<file path="src/rtl/rcb_pkg.sv">
package rcb_pkg;

    localparam int CRB_W = 16;

    typedef enum logic [2:0] {
        ST_IDLE,
        ST_SETUP,
        ST_STROBE,
        ST_RELEASE,
        ST_RESP
    } seq_state_e;

    typedef enum logic [1:0] {
        PH_ADDR,
        PH_DATA,
        PH_WRITE,
        PH_READ
    } phase_e;

    typedef struct packed {
        logic [CRB_W-1:0] addr;
        logic [CRB_W-1:0] wdata;
        logic             is_read;
    } cmd_t;

    typedef struct packed {
        logic cap_addr;
        logic cap_data;
        logic wr;
        logic rd;
    } strobe_t;

    function automatic phase_e phase_after(phase_e p, logic is_read);
        case (p)
            PH_ADDR: phase_after = is_read ? PH_READ : PH_DATA;
            PH_DATA: phase_after = PH_WRITE;
            default: phase_after = PH_ADDR;
        endcase
    endfunction

    function automatic logic phase_is_last(phase_e p);
        phase_is_last = (p == PH_WRITE) || (p == PH_READ);
    endfunction

    function automatic strobe_t strobe_of(phase_e p);
        strobe_t s;
        s = '0;
        case (p)
            PH_ADDR:  s.cap_addr = 1'b1;
            PH_DATA:  s.cap_data = 1'b1;
            PH_WRITE: s.wr       = 1'b1;
            default:  s.rd       = 1'b1;
        endcase
        return s;
    endfunction

endpackage

</file>
<file path="src/rtl/rcb_wait_timer.sv">
module rcb_wait_timer #(
    parameter int CNT_W = 10
) (
    input  logic             clk,
    input  logic             rst,
    input  logic             clr,
    output logic [CNT_W-1:0] cnt
);

    always_ff @(posedge clk) begin
        if (rst || clr) begin
            cnt <= '0;
        end else if (cnt != {CNT_W{1'b1}}) begin
            cnt <= cnt + 1'b1;
        end
    end

endmodule

</file>
<file path="src/rtl/rcb_seq.sv">
module rcb_seq
    import rcb_pkg::*;
#(
    parameter int SETUP_CYC   = 2,
    parameter int TIMEOUT_CYC = 1000,
    parameter int CNT_W       = 10
) (
    input  logic             clk,
    input  logic             rst,
    input  logic             cmd_valid,
    input  cmd_t             cmd_in,
    output logic             cmd_ready,
    input  logic             ack,
    input  logic [CRB_W-1:0] dout,
    input  logic [CNT_W-1:0] cnt,
    output logic             clr,
    output seq_state_e       state,
    output phase_e           phase,
    output cmd_t             cmd_q,
    output logic             rsp_valid,
    output logic [CRB_W-1:0] rsp_rdata,
    output logic             rsp_err
);

    localparam logic [CNT_W-1:0] SETUP_LAST = CNT_W'(SETUP_CYC - 1);
    localparam logic [CNT_W-1:0] WAIT_LAST  = CNT_W'(TIMEOUT_CYC - 1);

    seq_state_e       state_n;
    phase_e           phase_n;
    logic             setup_done;
    logic             wait_over;
    logic             abort;
    logic             accept;
    logic [CRB_W-1:0] rdata_q;
    logic             err_q;

    // The gap before the read strobe is a single cycle; other phases use the full setup.
    assign setup_done = (phase == PH_READ) ? 1'b1 : (cnt >= SETUP_LAST);
    assign wait_over  = (cnt >= WAIT_LAST);
    assign accept     = (state == ST_IDLE) && cmd_valid;

    always_comb begin
        state_n = state;
        phase_n = phase;
        abort   = 1'b0;
        case (state)
            ST_IDLE: begin
                if (cmd_valid) begin
                    state_n = ST_SETUP;
                    phase_n = PH_ADDR;
                end
            end
            ST_SETUP: begin
                if (setup_done) state_n = ST_STROBE;
            end
            ST_STROBE: begin
                if (ack) begin
                    state_n = ST_RELEASE;
                end else if (wait_over) begin
                    state_n = ST_RESP;
                    abort   = 1'b1;
                end
            end
            ST_RELEASE: begin
                if (!ack) begin
                    if (phase_is_last(phase)) begin
                        state_n = ST_RESP;
                    end else begin
                        state_n = ST_SETUP;
                        phase_n = phase_after(phase, cmd_q.is_read);
                    end
                end else if (wait_over) begin
                    state_n = ST_RESP;
                    abort   = 1'b1;
                end
            end
            default: state_n = ST_IDLE;
        endcase
    end

    // Restart the shared counter on every state or phase change.
    assign clr = (state_n != state) || (phase_n != phase);

    always_ff @(posedge clk) begin
        if (rst) begin
            state   <= ST_IDLE;
            phase   <= PH_ADDR;
            cmd_q   <= '0;
            rdata_q <= '0;
            err_q   <= 1'b0;
        end else begin
            state <= state_n;
            phase <= phase_n;
            if (accept) begin
                cmd_q   <= cmd_in;
                rdata_q <= '0;
                err_q   <= 1'b0;
            end
            if (state == ST_STROBE && ack && phase == PH_READ) begin
                rdata_q <= dout;
            end
            if (abort) begin
                rdata_q <= '0;
                err_q   <= 1'b1;
            end
        end
    end

    assign cmd_ready = (state == ST_IDLE);
    assign rsp_valid = (state == ST_RESP);
    assign rsp_rdata = rdata_q;
    assign rsp_err   = err_q;

endmodule

</file>
<file path="src/rtl/rcb_bus_drive.sv">
module rcb_bus_drive
    import rcb_pkg::*;
(
    input  seq_state_e       state,
    input  phase_e           phase,
    input  cmd_t             cmd_q,
    output logic [CRB_W-1:0] din,
    output strobe_t          stb
);

    logic active;

    assign active = (state == ST_SETUP) || (state == ST_STROBE) || (state == ST_RELEASE);

    always_comb begin
        din = '0;
        if (active) begin
            case (phase)
                PH_ADDR:  din = cmd_q.addr;
                PH_DATA:  din = cmd_q.wdata;
                PH_WRITE: din = cmd_q.wdata;
                default:  din = '0;
            endcase
        end
    end

    assign stb = (state == ST_STROBE) ? strobe_of(phase) : '0;

endmodule

</file>
<file path="src/rtl/rcb_master.sv">
module rcb_master
    import rcb_pkg::*;
#(
    parameter int SETUP_CYC   = 2,
    parameter int TIMEOUT_CYC = 1000
) (
    input  logic             clk,
    input  logic             rst,
    input  logic             cmd_valid,
    output logic             cmd_ready,
    input  logic [CRB_W-1:0] cmd_addr,
    input  logic [CRB_W-1:0] cmd_wdata,
    input  logic             cmd_read,
    output logic             rsp_valid,
    output logic [CRB_W-1:0] rsp_rdata,
    output logic             rsp_err,
    output logic [CRB_W-1:0] bus_din,
    output logic             bus_cap_addr,
    output logic             bus_cap_data,
    output logic             bus_wr,
    output logic             bus_rd,
    input  logic             bus_ack,
    input  logic [CRB_W-1:0] bus_dout
);

    localparam int CNT_MAX = (TIMEOUT_CYC > SETUP_CYC) ? TIMEOUT_CYC : SETUP_CYC;
    localparam int CNT_W   = $clog2(CNT_MAX + 1);

    cmd_t             cmd_in;
    cmd_t             cmd_q;
    seq_state_e       state;
    phase_e           phase;
    logic             clr;
    logic [CNT_W-1:0] cnt;
    strobe_t          stb;

    assign cmd_in = '{addr: cmd_addr, wdata: cmd_wdata, is_read: cmd_read};

    rcb_wait_timer #(.CNT_W(CNT_W)) u_timer (
        .clk (clk),
        .rst (rst),
        .clr (clr),
        .cnt (cnt)
    );

    rcb_seq #(
        .SETUP_CYC   (SETUP_CYC),
        .TIMEOUT_CYC (TIMEOUT_CYC),
        .CNT_W       (CNT_W)
    ) u_seq (
        .clk       (clk),
        .rst       (rst),
        .cmd_valid (cmd_valid),
        .cmd_in    (cmd_in),
        .cmd_ready (cmd_ready),
        .ack       (bus_ack),
        .dout      (bus_dout),
        .cnt       (cnt),
        .clr       (clr),
        .state     (state),
        .phase     (phase),
        .cmd_q     (cmd_q),
        .rsp_valid (rsp_valid),
        .rsp_rdata (rsp_rdata),
        .rsp_err   (rsp_err)
    );

    rcb_bus_drive u_drive (
        .state (state),
        .phase (phase),
        .cmd_q (cmd_q),
        .din   (bus_din),
        .stb   (stb)
    );

    assign bus_cap_addr = stb.cap_addr;
    assign bus_cap_data = stb.cap_data;
    assign bus_wr       = stb.wr;
    assign bus_rd       = stb.rd;

endmodule

</file>
<file path="config.mk">
export PLATFORM = sky130hd
export DESIGN_NAME = rcb_master
export DESIGN_NICKNAME = d
export VERILOG_FILES = /design/src/rtl/rcb_pkg.sv /design/src/rtl/rcb_wait_timer.sv /design/src/rtl/rcb_seq.sv /design/src/rtl/rcb_bus_drive.sv /design/src/rtl/rcb_master.sv
export SDC_FILE = /design/constraint.sdc
export NUM_CORES = 1
export LEC_CHECK = 0
export BUFFER_PORTS_ARGS = -buffer_cell sky130_fd_sc_hd__buf_2
export CAP_MARGIN = 20
export CORE_MARGIN = 8
export CORE_UTILIZATION = 43
export DETAILED_ROUTE_END_ITERATION = 10
export PLACE_DENSITY = 0.65
export SLEW_MARGIN = 10
export SYNTH_ARGS = -nofsm -noshare
export SYNTH_HDL_FRONTEND = slang
export SYNTH_SLANG_ARGS = --single-unit
</file>
<file path="constraint.sdc">
create_clock -name clk -period 2.3 [get_ports clk]
set_input_delay 0.46 -clock clk [delete_from_list [all_inputs] [get_ports clk]]
set_output_delay 0.46 -clock clk [all_outputs]
set_load 0.02 [all_outputs]
</file>
==> results.py, run 1 <==
metrics = {
    "status": {
        "outcome": "finished clean",
    },
    "worst_setup_path": {
        "crit_path_max_incr_delay_ns": 0.38,
        "critPathLaunchType": "register",
        "reg2reg_from": "u_timer.cnt[0]",
        "crit_required_ns": 1.84,
        "worst-path-buf-inv": 2,
        "reg2reg_slack_ns": 0.21,
        "rr_endpoint": "u_timer.cnt[8]",
        "cp_max_fo": 16,
        "cp_slowest_cell": "dfxtp_1",
        "crit_arrival_ns": 1.69,
        "cp_cell_sequence": "ha_1 -> nor2_1 -> o21ai_1 -> buf_4 -> nor2_1 -> buf_2",
        "crit_type": "reg2out",
        "r2r_cells": 5,
        "cp_common_cell": "nor2_1",
        "crit_family": "buffers and inverters",
        "worst_setup_path_end_kind": "output pin",
    },
    "finish": {
        "area_growth_pct": 23.5,
        "n_antenna_cell": 0,
        "postLayoutCellArea_um2": 3700,
        "final_cells": 549,
        "final_cell_mix": "buf_2 (91), nand2_1 (89), dfxtp_1 (65)",
        "nets": 525,
        "drive_above_1_share_pct": 26.9,
        "final_common_cell": "buf_2",
    },
    "synth": {
        "avgSynthCellArea_um2": 7.88,
        "synth_ff_type": "dfxtp_1",
        "ys_seq_elements": 65,
        "synth-seq-area-share_pct": 43.5,
        "synth_edf_count": 0,
        "synth_cell_types": 50,
        "syn_inst": 380,
        "syn_area_um2": 2990,
        "async_flop_share_pct": 0,
        "syn-num-nets": 440,
        "ys_warn_count": 0,
    },
    "sta": {
        "finalSetupViolCount": 0,
        "min_period_ns": 2.15,
        "fin_crit_sh_pct": 93.7,
        "fmax_mhz": 464,
        "slew_violations": 0,
        "worst_pin_slew_ns": 0.451,
        "hold_viol_final": 0,
        "setup_slack_ns": 0.145,
        "slew_headroom_pct": 69.7,
        "finClkSkew_ns": 0.0107,
        "setup_tns_ns": 0,
        "rsz0062_at_grt": "false",
    },
    "global_route": {
        "grt_pass1_vias": 2812,
        "antenna_found_initial": 0,
        "grt_overflow": 0,
        "grt_pass1_wl_mm": 12.9,
        "grt_usage_pct": 15.9,
        "grt_max_degree": 40,
    },
    "place": {
        "dp_worst_setup_slack_ns": 0.261,
        "dp_hpwl_mm": 5.56,
        "dp_cells": 534,
        "port_buffers": 91,
        "placed_cell_area_um2": 3480,
        "gp_congestion": 0.809,
    },
    "clock_network": {
        "cts_post_setup_buffers_inserted": 0,
        "cts_buffer_depth": 2,
        "cts_root_buf": "clkbuf_8",
        "cts_made_buffers": 9,
        "cts.reportedPaths.clkPinSlew_ns": 0.07,
        "cts_sinks": 65,
        "htree_levels": 3,
        "clock_latency_ns": 0.33,
        "cts_tree": "built",
    },
    "min_path": {
        "hold_path_class": "in2reg",
        "hold_end": "u_seq.cmd_q[11]",
        "min_path_cells": 3,
        "min_from": "cmd_wdata[10]",
    },
    "floorplan": {
        "dieHeight_um": 99.4,
        "coreArea_um2": 6760,
        "rows": 30,
        "die_w_um": 99.4,
        "ios": 92,
        "dieArea_um2": 9890,
        "initial_core_util_pct": 44.3,
    },
    "detailed_routing": {
        "totalWireLength_mm": 7.82,
        "viasPerCell": 5.28,
        "drtAntennaViolNets": 0,
        "vias": 2898,
        "wl_per_cell_um": 14.3,
        "drt_first_pass_iters": 7,
        "drt_iter0_drc": 128,
        "drc_errors": 0,
    },
    "power_and_ir_drop": {
        "powerDensity_nw_per_um2": 943,
        "ir_worst_vdd_uv": 574,
        "finalPower_uw": 3480,
        "p_leak_uw": 0.00153,
    },
    "run": {
        "maxCapViolCount": 0,
    },
}
final cells by class:
type,instances,area [um2]
Fill cell,667,3060
Timing Repair Buffer,100,523
Clock inverter,3,40.0
Multi-Input combinational cell,283,1550
Clock buffer,12,155
Inverter,6,22.5
Tap cell,80,100
Sequential cell,65,1300
through the flow:
stage / utilization [%] / hold slack, ns
floorplan: - / 0.436
global placement: 51.5 / 0.444
detailed placement: 51.5 / 0.450
CTS: 54.5 / 0.346
global route: 54.7 / 0.352
finish: 54.7 / 0.359
how the worst max path moves through the flow:
| stage | start | end | cells past startpoint |
|---|---|---|---|
| finish | u_seq.phase[1] | bus_din[15] | 6 |
| global route | u_seq.phase[0] | bus_din[7] | 6 |
| CTS | u_seq.phase[1] | bus_din[15] | 5 |
| detailed placement | u_timer.cnt[1] | u_timer.cnt[8] | 6 |
| global placement | u_seq.phase[0] | bus_din[9] | 5 |
| floorplan | u_seq.phase[0] | bus_din[10] | 6 |
registers in the layout, summed over array words and instances (netlist names):
register	cells
u_seq.rsp_err	1
u_seq.cmd_q	33
u_seq.state	3
u_seq.rsp_rdata	16
u_timer.cnt	10
u_seq.phase	2
layer usage:
| layer | share of wire (%) | GRT usage (%) |
|---|---|---|
| met1 | 45 | 18.3 |
| met2 | 47 | 26.3 |
| met3 | 7.0 | 6.22 |
| met4 | 1.4 | 5.01 |
| met5 | 0 | 0 |
Yosys cell counts, drive strengths merged (2+ instances only):
library cell  number  area (um2)
a211oi             2        20.0
a21oi             59         295
a22oi             16         120
a311oi             2        23.8
a31oi              2        12.5
and2               5        31.3
and3               3        20.0
buf               10        72.6
clkbuf            16        61.3
dfxtp             65        1300
ha                 7        87.6
inv                6        22.5
mux2i              2        20.0
nand2             89         334
nand3             20         100
nand4              2        12.5
nor2              31         116
nor2b              5        31.3
nor3               7        45.0
nor3b              2        20.0
o21ai              5        25.0
o31ai              3        22.5
or2                2        12.5
or3                2        12.5
xnor2              2        17.5
logic make-up (layout without fill, tap and decap cells):
logic type | Yosys count | after routing | share of synthesized area (%)
compound gates | 98 | 98 | 20.0
simple gates | 173 | 173 | 26.8
xor+xnor | 3 | 3 | 0.878
flops | 65 | 65 | 43.5
buf+inv | 32 | 121 | 5.23
mux | 2 | 2 | 0.669
fa+ha+maj | 7 | 7 | 2.93
timing repair:
action,4_1_cts,5_1_grt
endpoints found under the setup margin,16,18
resized for setup,1,2
hold buffers,0,0
tightest hold or removal path, stage by stage:
cell	delay (ns)
buf_2	0.09
nand2_1	0.04
a21oi_1	0.05
power breakdown:
| group | switching, uW | internal [uW] |
|---|---|---|
| logic | 710 | 422 |
| clock network | 399 | 551 |
| registers | 131 | 1270 |
| total | 1240 | 2240 |
(Power assumes the default switching activity.)
==> run 2, diff against run 1 <==
==> constraint.sdc (replaced) <==
create_clock -name clk -period 2.5 [get_ports clk]
set_input_delay 0.5 -clock clk [delete_from_list [all_inputs] [get_ports clk]]
set_output_delay 0.5 -clock clk [all_outputs]
set_load 0.02 [all_outputs]
==> run 2 against run 1 <==
Against the previous run: routed wire length down 1.2%; first-iteration DRC count down 21%; clock skew down 0.0032 ns; largest cell class unchanged; largest power group unchanged; utilization down 0.28 points; clock-buffer cell count up 2.
==> results.py, run 2 (synthesis gave the netlist of run 1 again) <==
metrics = {
    "global_route": {
        "grt_overflow": 0,
        "grt_max_degree": 40,
        "grt_usage_pct": 15.8,
        "top_usage_layer": "met2",
        "grtUsageMet1_pct": 19.1,
        "grt_pass1_wl_mm": 12.8,
        "antenna_found_initial": 0,
        "grt_pass1_vias": 2782,
        "grt_use_met3_pct": 4.12,
        "use_met2_pct": 25.4,
    },
    "detailed_routing": {
        "drt_iter0_drc": 101,
        "vias": 2904,
        "drc_errors": 0,
        "drt_first_pass_iters": 4,
        "viasPerCell": 5.30,
        "wl_per_cell_um": 14.1,
        "totalWireLength_mm": 7.73,
        "drtAntennaViolNets": 0,
    },
    "worst_setup_path": {
        "critPathLaunchType": "register",
        "crit_arrival_ns": 1.77,
        "worst_setup_path_end_kind": "output pin",
        "crit_required_ns": 2.00,
        "cp_slowest_cell": "ha_2",
        "crit_path_max_incr_delay_ns": 0.53,
        "crit_type": "reg2out",
        "cp_max_fo": 17,
        "cp_cell_sequence": "inv_1 -> ha_2 -> a22oi_1 -> nor2_1 -> buf_2",
    },
    "clock_network": {
        "cts.reportedPaths.clkPinSlew_ns": 0.07,
        "cts_buffer_depth": 2,
        "cts_sinks": 65,
        "clock_latency_ns": 0.33,
        "cts_root_buf": "clkbuf_8",
        "htree_levels": 3,
        "cts_made_buffers": 9,
        "cts_tree": "built",
        "holdBufCountCts": 0,
    },
    "floorplan": {
        "dieHeight_um": 99.4,
        "initial_core_util_pct": 44.3,
        "die_w_um": 99.4,
        "coreArea_um2": 6760,
        "ios": 92,
        "dieArea_um2": 9890,
        "rows": 30,
    },
    "finish": {
        "drive_above_1_share_pct": 26.5,
        "final_cell_mix": "buf_2 (91), nand2_1 (89), dfxtp_1 (65)",
        "final_common_cell": "buf_2",
        "largest_reg_flops": 33,
        "regMostFlops": "u_seq.cmd_q",
        "nets": 523,
        "multi_input_area_um2": 1540,
        "regArea_um2": 1300,
        "n_antenna_cell": 0,
        "nFillCells": 683,
        "area_growth_pct": 22.9,
    },
    "run": {
        "maxCapViolCount": 0,
    },
    "power_and_ir_drop": {
        "finalPower_uw": 3210,
        "ir_worst_vdd_uv": 339,
        "powerDensity_nw_per_um2": 872,
        "p_leak_uw": 0.00152,
    },
    "sta": {
        "fmax_mhz": 441,
        "worst_pin_slew_ns": 0.551,
        "hold_viol_final": 0,
        "rsz0062_at_grt": "false",
        "slew_violations": 0,
        "min_period_ns": 2.27,
        "setup_tns_ns": 0,
        "finClkSkew_ns": 0.00756,
        "slew_headroom_pct": 63.3,
        "fin_crit_sh_pct": 90.6,
        "finalSetupViolCount": 0,
    },
    "min_path": {
        "hold_path_class": "in2reg",
    },
    "status": {
        "outcome": "finished clean",
    },
    "place": {
        "dp_hpwl_mm": 5.59,
        "gp_congestion": 0.810,
        "port_buffers": 91,
    },
}
==> run 2: cell count changes in the layout (fill, tap and decap cells not counted) <==
cell	change
buf_4	-2
clkbuf_1	+1
clkbuf_8	+1
clkinv_2	-1
ha_2	+1
ha_4	-1
nor3b_2	+1
nor3b_4	-1
==> run 2: worst paths after layout <==
check                           slack (ns)  cells after the start             endpoint            start
worst max-delay path                  0.23                      5           bus_din[8]   u_seq.phase[1]
worst min register to register        0.45                      2      u_seq.cmd_q[17]  u_seq.cmd_q[17]
worst max register to register        0.45                      6       u_timer.cnt[8]   u_timer.cnt[1]
worst min-delay path                  0.41                      3  u_seq.rsp_rdata[11]     bus_dout[11]
==> run 2: metal layers <==
layer  vias to the layer above  wire, um
li1                       1474         -
met2                        84      3680
met1                      1329      3470
met4                         0       161
met5                         -         0
met3                        17       419
==> run 2: cell type report <==
class | count | share of cell area (%)
multi-input combinational | 283 | 41.8
tap | 80 | 2.72
clock buffer | 14 | 4.70
clock inverter | 2 | 0.953
inverter | 6 | 0.612
timing repair buffer | 98 | 13.8
sequential | 65 | 35.4
==> run 2: critical path, delay by kind of cell, from the launching register on <==
kind            cells  cell delay [ns]
buf+inv             2             0.26
fa+ha+maj           1             0.53
simple gates        1             0.12
flops               1             0.38
compound gates      1             0.15
==> run 2: report_power, final <==
part / switching [uW] / internal [uW] / total, uW
clock: 368 / 542 / 910
sequential: 115 / 1170 / 1280
combinational: 642 / 371 / 1010
total: 1120 / 2080 / 3210
==> run 2: timing repair <==
item / CTS / global route
setup buffers: 0 / 0
gates resized for setup: 0 / 1
endpoints found under the setup margin: 0 / 16
==> run 2: through the flow <==
stage / hold slack [ns] / worst slack [ns] / cell area, um2 / cells / utilization [%]
after floorplan: 0.436 / 0.395 / 2990 / 380 / -
after global routing: 0.398 / 0.0600 / 3680 / 548 / 54.4
final: 0.405 / 0.234 / 3680 / 548 / 54.4
after detailed placement: 0.446 / 0.389 / 3470 / 532 / 51.3
after global placement: 0.443 / 0.434 / 3470 / 532 / 51.3
after CTS: 0.385 / 0.0259 / 3670 / 548 / 54.4
==> run 3, diff against run 2 <==
--- a/config.mk
+++ b/config.mk
@@ -10,8 +10,9 @@
 export CORE_MARGIN = 8
 export CORE_UTILIZATION = 43
 export DETAILED_ROUTE_END_ITERATION = 10
-export PLACE_DENSITY = 0.65
+export PLACE_DENSITY = 0.64
 export SLEW_MARGIN = 10
 export SYNTH_ARGS = -nofsm -noshare
 export SYNTH_HDL_FRONTEND = slang
+export SYNTH_HIERARCHICAL = 1
 export SYNTH_SLANG_ARGS = --single-unit
==> run 3 against run 2 <==
Against the previous run: sequential cell count unchanged; critical path type unchanged; highest routed layer unchanged; sequential share of layout area down 3.6 points; clock-buffer cell count down 4; global-route usage up 0.42 points.
==> results.py, run 3 <==
metrics = {
    "min_path": {
        "min_from": "cmd_wdata[5]",
        "hold_end": "u_seq/cmd_q[6]",
        "hold_path_class": "in2reg",
        "min_path_cells": 3,
    },
    "global_route": {
        "grtUsageMet1_pct": 19.4,
        "grt_overflow": 0,
        "grt_pass1_vias": 3167,
        "top_usage_layer": "met2",
        "antenna_found_initial": 0,
        "grt_pass1_wl_mm": 15.0,
        "grt_max_degree": 37,
        "grt_use_met3_pct": 5.47,
        "use_met2_pct": 26.2,
        "grt_usage_pct": 16.2,
    },
    "place": {
        "port_buffers": 91,
        "dp_hpwl_mm": 6.38,
        "gp_congestion": 0.870,
    },
    "floorplan": {
        "rows": 32,
        "dieHeight_um": 105,
        "dieArea_um2": 10900,
        "initial_core_util_pct": 44.1,
        "die_w_um": 105,
        "coreArea_um2": 7650,
        "ios": 92,
    },
    "clock_network": {
        "cts_sinks": 65,
        "cts_buffer_depth": 2,
        "cts_tree": "built",
        "htree_levels": 3,
        "holdBufCountCts": 0,
        "cts_root_buf": "clkbuf_8",
        "clock_latency_ns": 0.35,
        "cts_post_setup_buffers_inserted": 0,
        "cts_made_buffers": 9,
        "cts_resized": 0,
        "cts.reportedPaths.clkPinSlew_ns": 0.08,
    },
    "worst_setup_path": {
        "worst-path-buf-inv": 2,
        "cp_cell_sequence": "buf_4 -> nor3b_1 -> and2_2 -> buf_2",
        "cp_slowest_cell": "dfxtp_1",
        "crit_required_ns": 2.00,
        "r2r_cells": 9,
        "reg2reg_from": "u_seq/phase[0]",
        "crit_path_max_incr_delay_ns": 0.50,
        "reg2reg_slack_ns": 0.22,
        "cp_max_fo": 9,
        "worst_setup_path_end_kind": "output pin",
        "rr_endpoint": "u_timer/cnt[3]",
        "crit_type": "reg2out",
        "critPathLaunchType": "register",
        "crit_family": "simple AND/OR/NAND/NOR gates",
        "crit_arrival_ns": 1.83,
    },
    "sta": {
        "finalSetupViolCount": 0,
        "min_period_ns": 2.33,
        "hold_viol_final": 0,
        "rsz0062_at_grt": "false",
        "finClkSkew_ns": 0.0119,
        "setup_tns_ns": 0,
        "holdWs_ns": 0.386,
        "slew_violations": 0,
        "slew_headroom_pct": 35.3,
        "fin_crit_sh_pct": 93.2,
        "worst_pin_slew_ns": 0.970,
        "fmax_mhz": 429,
    },
    "power_and_ir_drop": {
        "switchingPower_uw": 746,
        "swShare_pct": 29.0,
        "p_seq_share_pct": 44.1,
        "powerDensity_nw_per_um2": 629,
        "pwr-share-comb_pct": 17.4,
        "ir_worst_vdd_uv": 333,
        "clockPowerShare_pct": 38.5,
        "power.internal_uw": 1830,
        "p_leak_uw": 0.00171,
    },
    "synth": {
        "synth-seq-area-share_pct": 38.6,
        "syn_area_um2": 3370,
        "yosys.area.top_type": "dfxtp_1",
        "synth_area_leaders": "dfxtp_1 (39%), nand2_1 (8.5%), a21oi_1 (5.6%)",
        "avgSynthCellArea_um2": 8.81,
        "syn-num-nets": 445,
        "syn_inst": 383,
        "synth_top_area_share_pct": 38.6,
        "yosysMostFrequentCell": "nand2_1",
        "synth_edf_count": 0,
        "synth_cell_types": 64,
        "async_flop_share_pct": 0,
        "ys_top_cells_by_count": "nand2_1 (76), dfxtp_1 (65), a21oi_1 (38)",
        "ys_warn_count": 6,
        "ys_seq_elements": 65,
        "synth_ff_type": "dfxtp_1",
    },
    "detailed_routing": {
        "wl_per_cell_um": 15.4,
        "drt_iter0_drc": 161,
        "viasPerCell": 5.38,
        "vias": 3129,
        "drt_first_pass_iters": 4,
        "drc_errors": 0,
        "totalWireLength_mm": 8.94,
        "drtAntennaViolNets": 0,
    },
    "finish": {
        "drive_above_1_share_pct": 34.8,
        "final_common_cell": "buf_2",
        "nets": 537,
        "regMostFlops": "u_seq/cmd_q",
        "nFillCells": 756,
        "n_antenna_cell": 0,
        "largest_reg_flops": 33,
        "area_growth_pct": 21.4,
        "final_cell_mix": "buf_2 (91), nand2_1 (76), dfxtp_1 (63)",
    },
    "status": {
        "outcome": "finished clean",
    },
    "run": {
        "maxCapViolCount": 0,
    },
}
## run 3: changes by cell type in the layout (fill, tap and decap cells not counted), sizes merged, moves of 4 or more
cell	previous run	this run
a21oi	59	38
a22oi	16	33
buf	98	108
clkbuf	14	10
inv	6	10
nand2	89	76
nand3	20	8
nor2	31	27
nor3	7	20
nor4	1	5
## run 3: how the worst max path moves through the flow
stage,end,slack (ns),cells past startpoint,startpoint
2_1_floorplan,u_timer/cnt[3],0.22,8,u_seq/phase[0]
3_3_place_gp,u_timer/cnt[3],0.19,8,bus_ack
3_5_place_dp,u_timer/cnt[3],0.14,8,bus_ack
4_1_cts,bus_din[14],0.03,6,u_seq/phase[0]
5_1_grt,bus_din[4],0.02,6,u_seq/phase[0]
6_report,bus_rd,0.17,4,u_seq/state[1]
## run 3: cell type report
cell class | count | area [um2] | share of cell area, %
well taps | 102 | 128 | 3.12
inverters | 9 | 33.8 | 0.825
multi-input cells | 282 | 1830 | 44.6
clock buffers | 10 | 128 | 3.12
clock inverters | 6 | 90.1 | 2.20
flip-flops and latches | 65 | 1300 | 31.8
repair buffers | 108 | 587 | 14.3
## run 3: power groups by stage
| stage | logic, uW | clock network [uW] | registers (uW) |
|---|---|---|---|
| 2_1_floorplan | 328 | 0 | 1150 |
| 3_3_place_gp | 441 | 0 | 1160 |
| 3_5_place_dp | 450 | 0 | 1160 |
| 4_1_cts | 452 | 1020 | 1140 |
| 5_1_grt | 497 | 1070 | 1140 |
| 6_report | 448 | 992 | 1140 |
## run 3: layer usage
layer	part of all wire [%]	wire, um	up-vias
li1	-	-	1559
met1	46	4110	1464
met2	45	4060	97
met3	7.3	657	9
met4	1.2	111	0
met5	0	0	-
## run 3: worst register-to-register path, stage by stage (launching register included)
cell and delay, ns:
dfxtp_2 0.37, ha_1 0.24, nor4_2 0.26, buf_4 0.16, nand4_1 0.07, a2bb2oi_1 0.18
o2111ai_1 0.17, or2_2 0.35, or3_1 0.35, nand3_1 0.08
## run 3: logic make-up after synthesis
kind of cell,count (synthesis),synth area share [%]
multiplexers,4,1.33
adder cells (fa/ha/maj),9,3.34
AO/OA/AOI/OAI,100,22.4
AND/OR/NAND/NOR,168,26.6
buffers and inverters,36,7.49
XOR/XNOR,1,0.260
flip-flops,65,38.6
## run 3: through the flow
step	setup WS (ns)	util, %	power, uW	cell area [um2]	instances
after floorplan	0.221	-	1480	3370	383
after global placement	0.190	50.6	1600	3870	566
after detailed placement	0.143	50.6	1610	3870	566
after CTS	0.0292	53.4	2610	4080	582
after global routing	0.0239	53.6	2710	4100	582
final	0.170	53.6	2580	4100	582
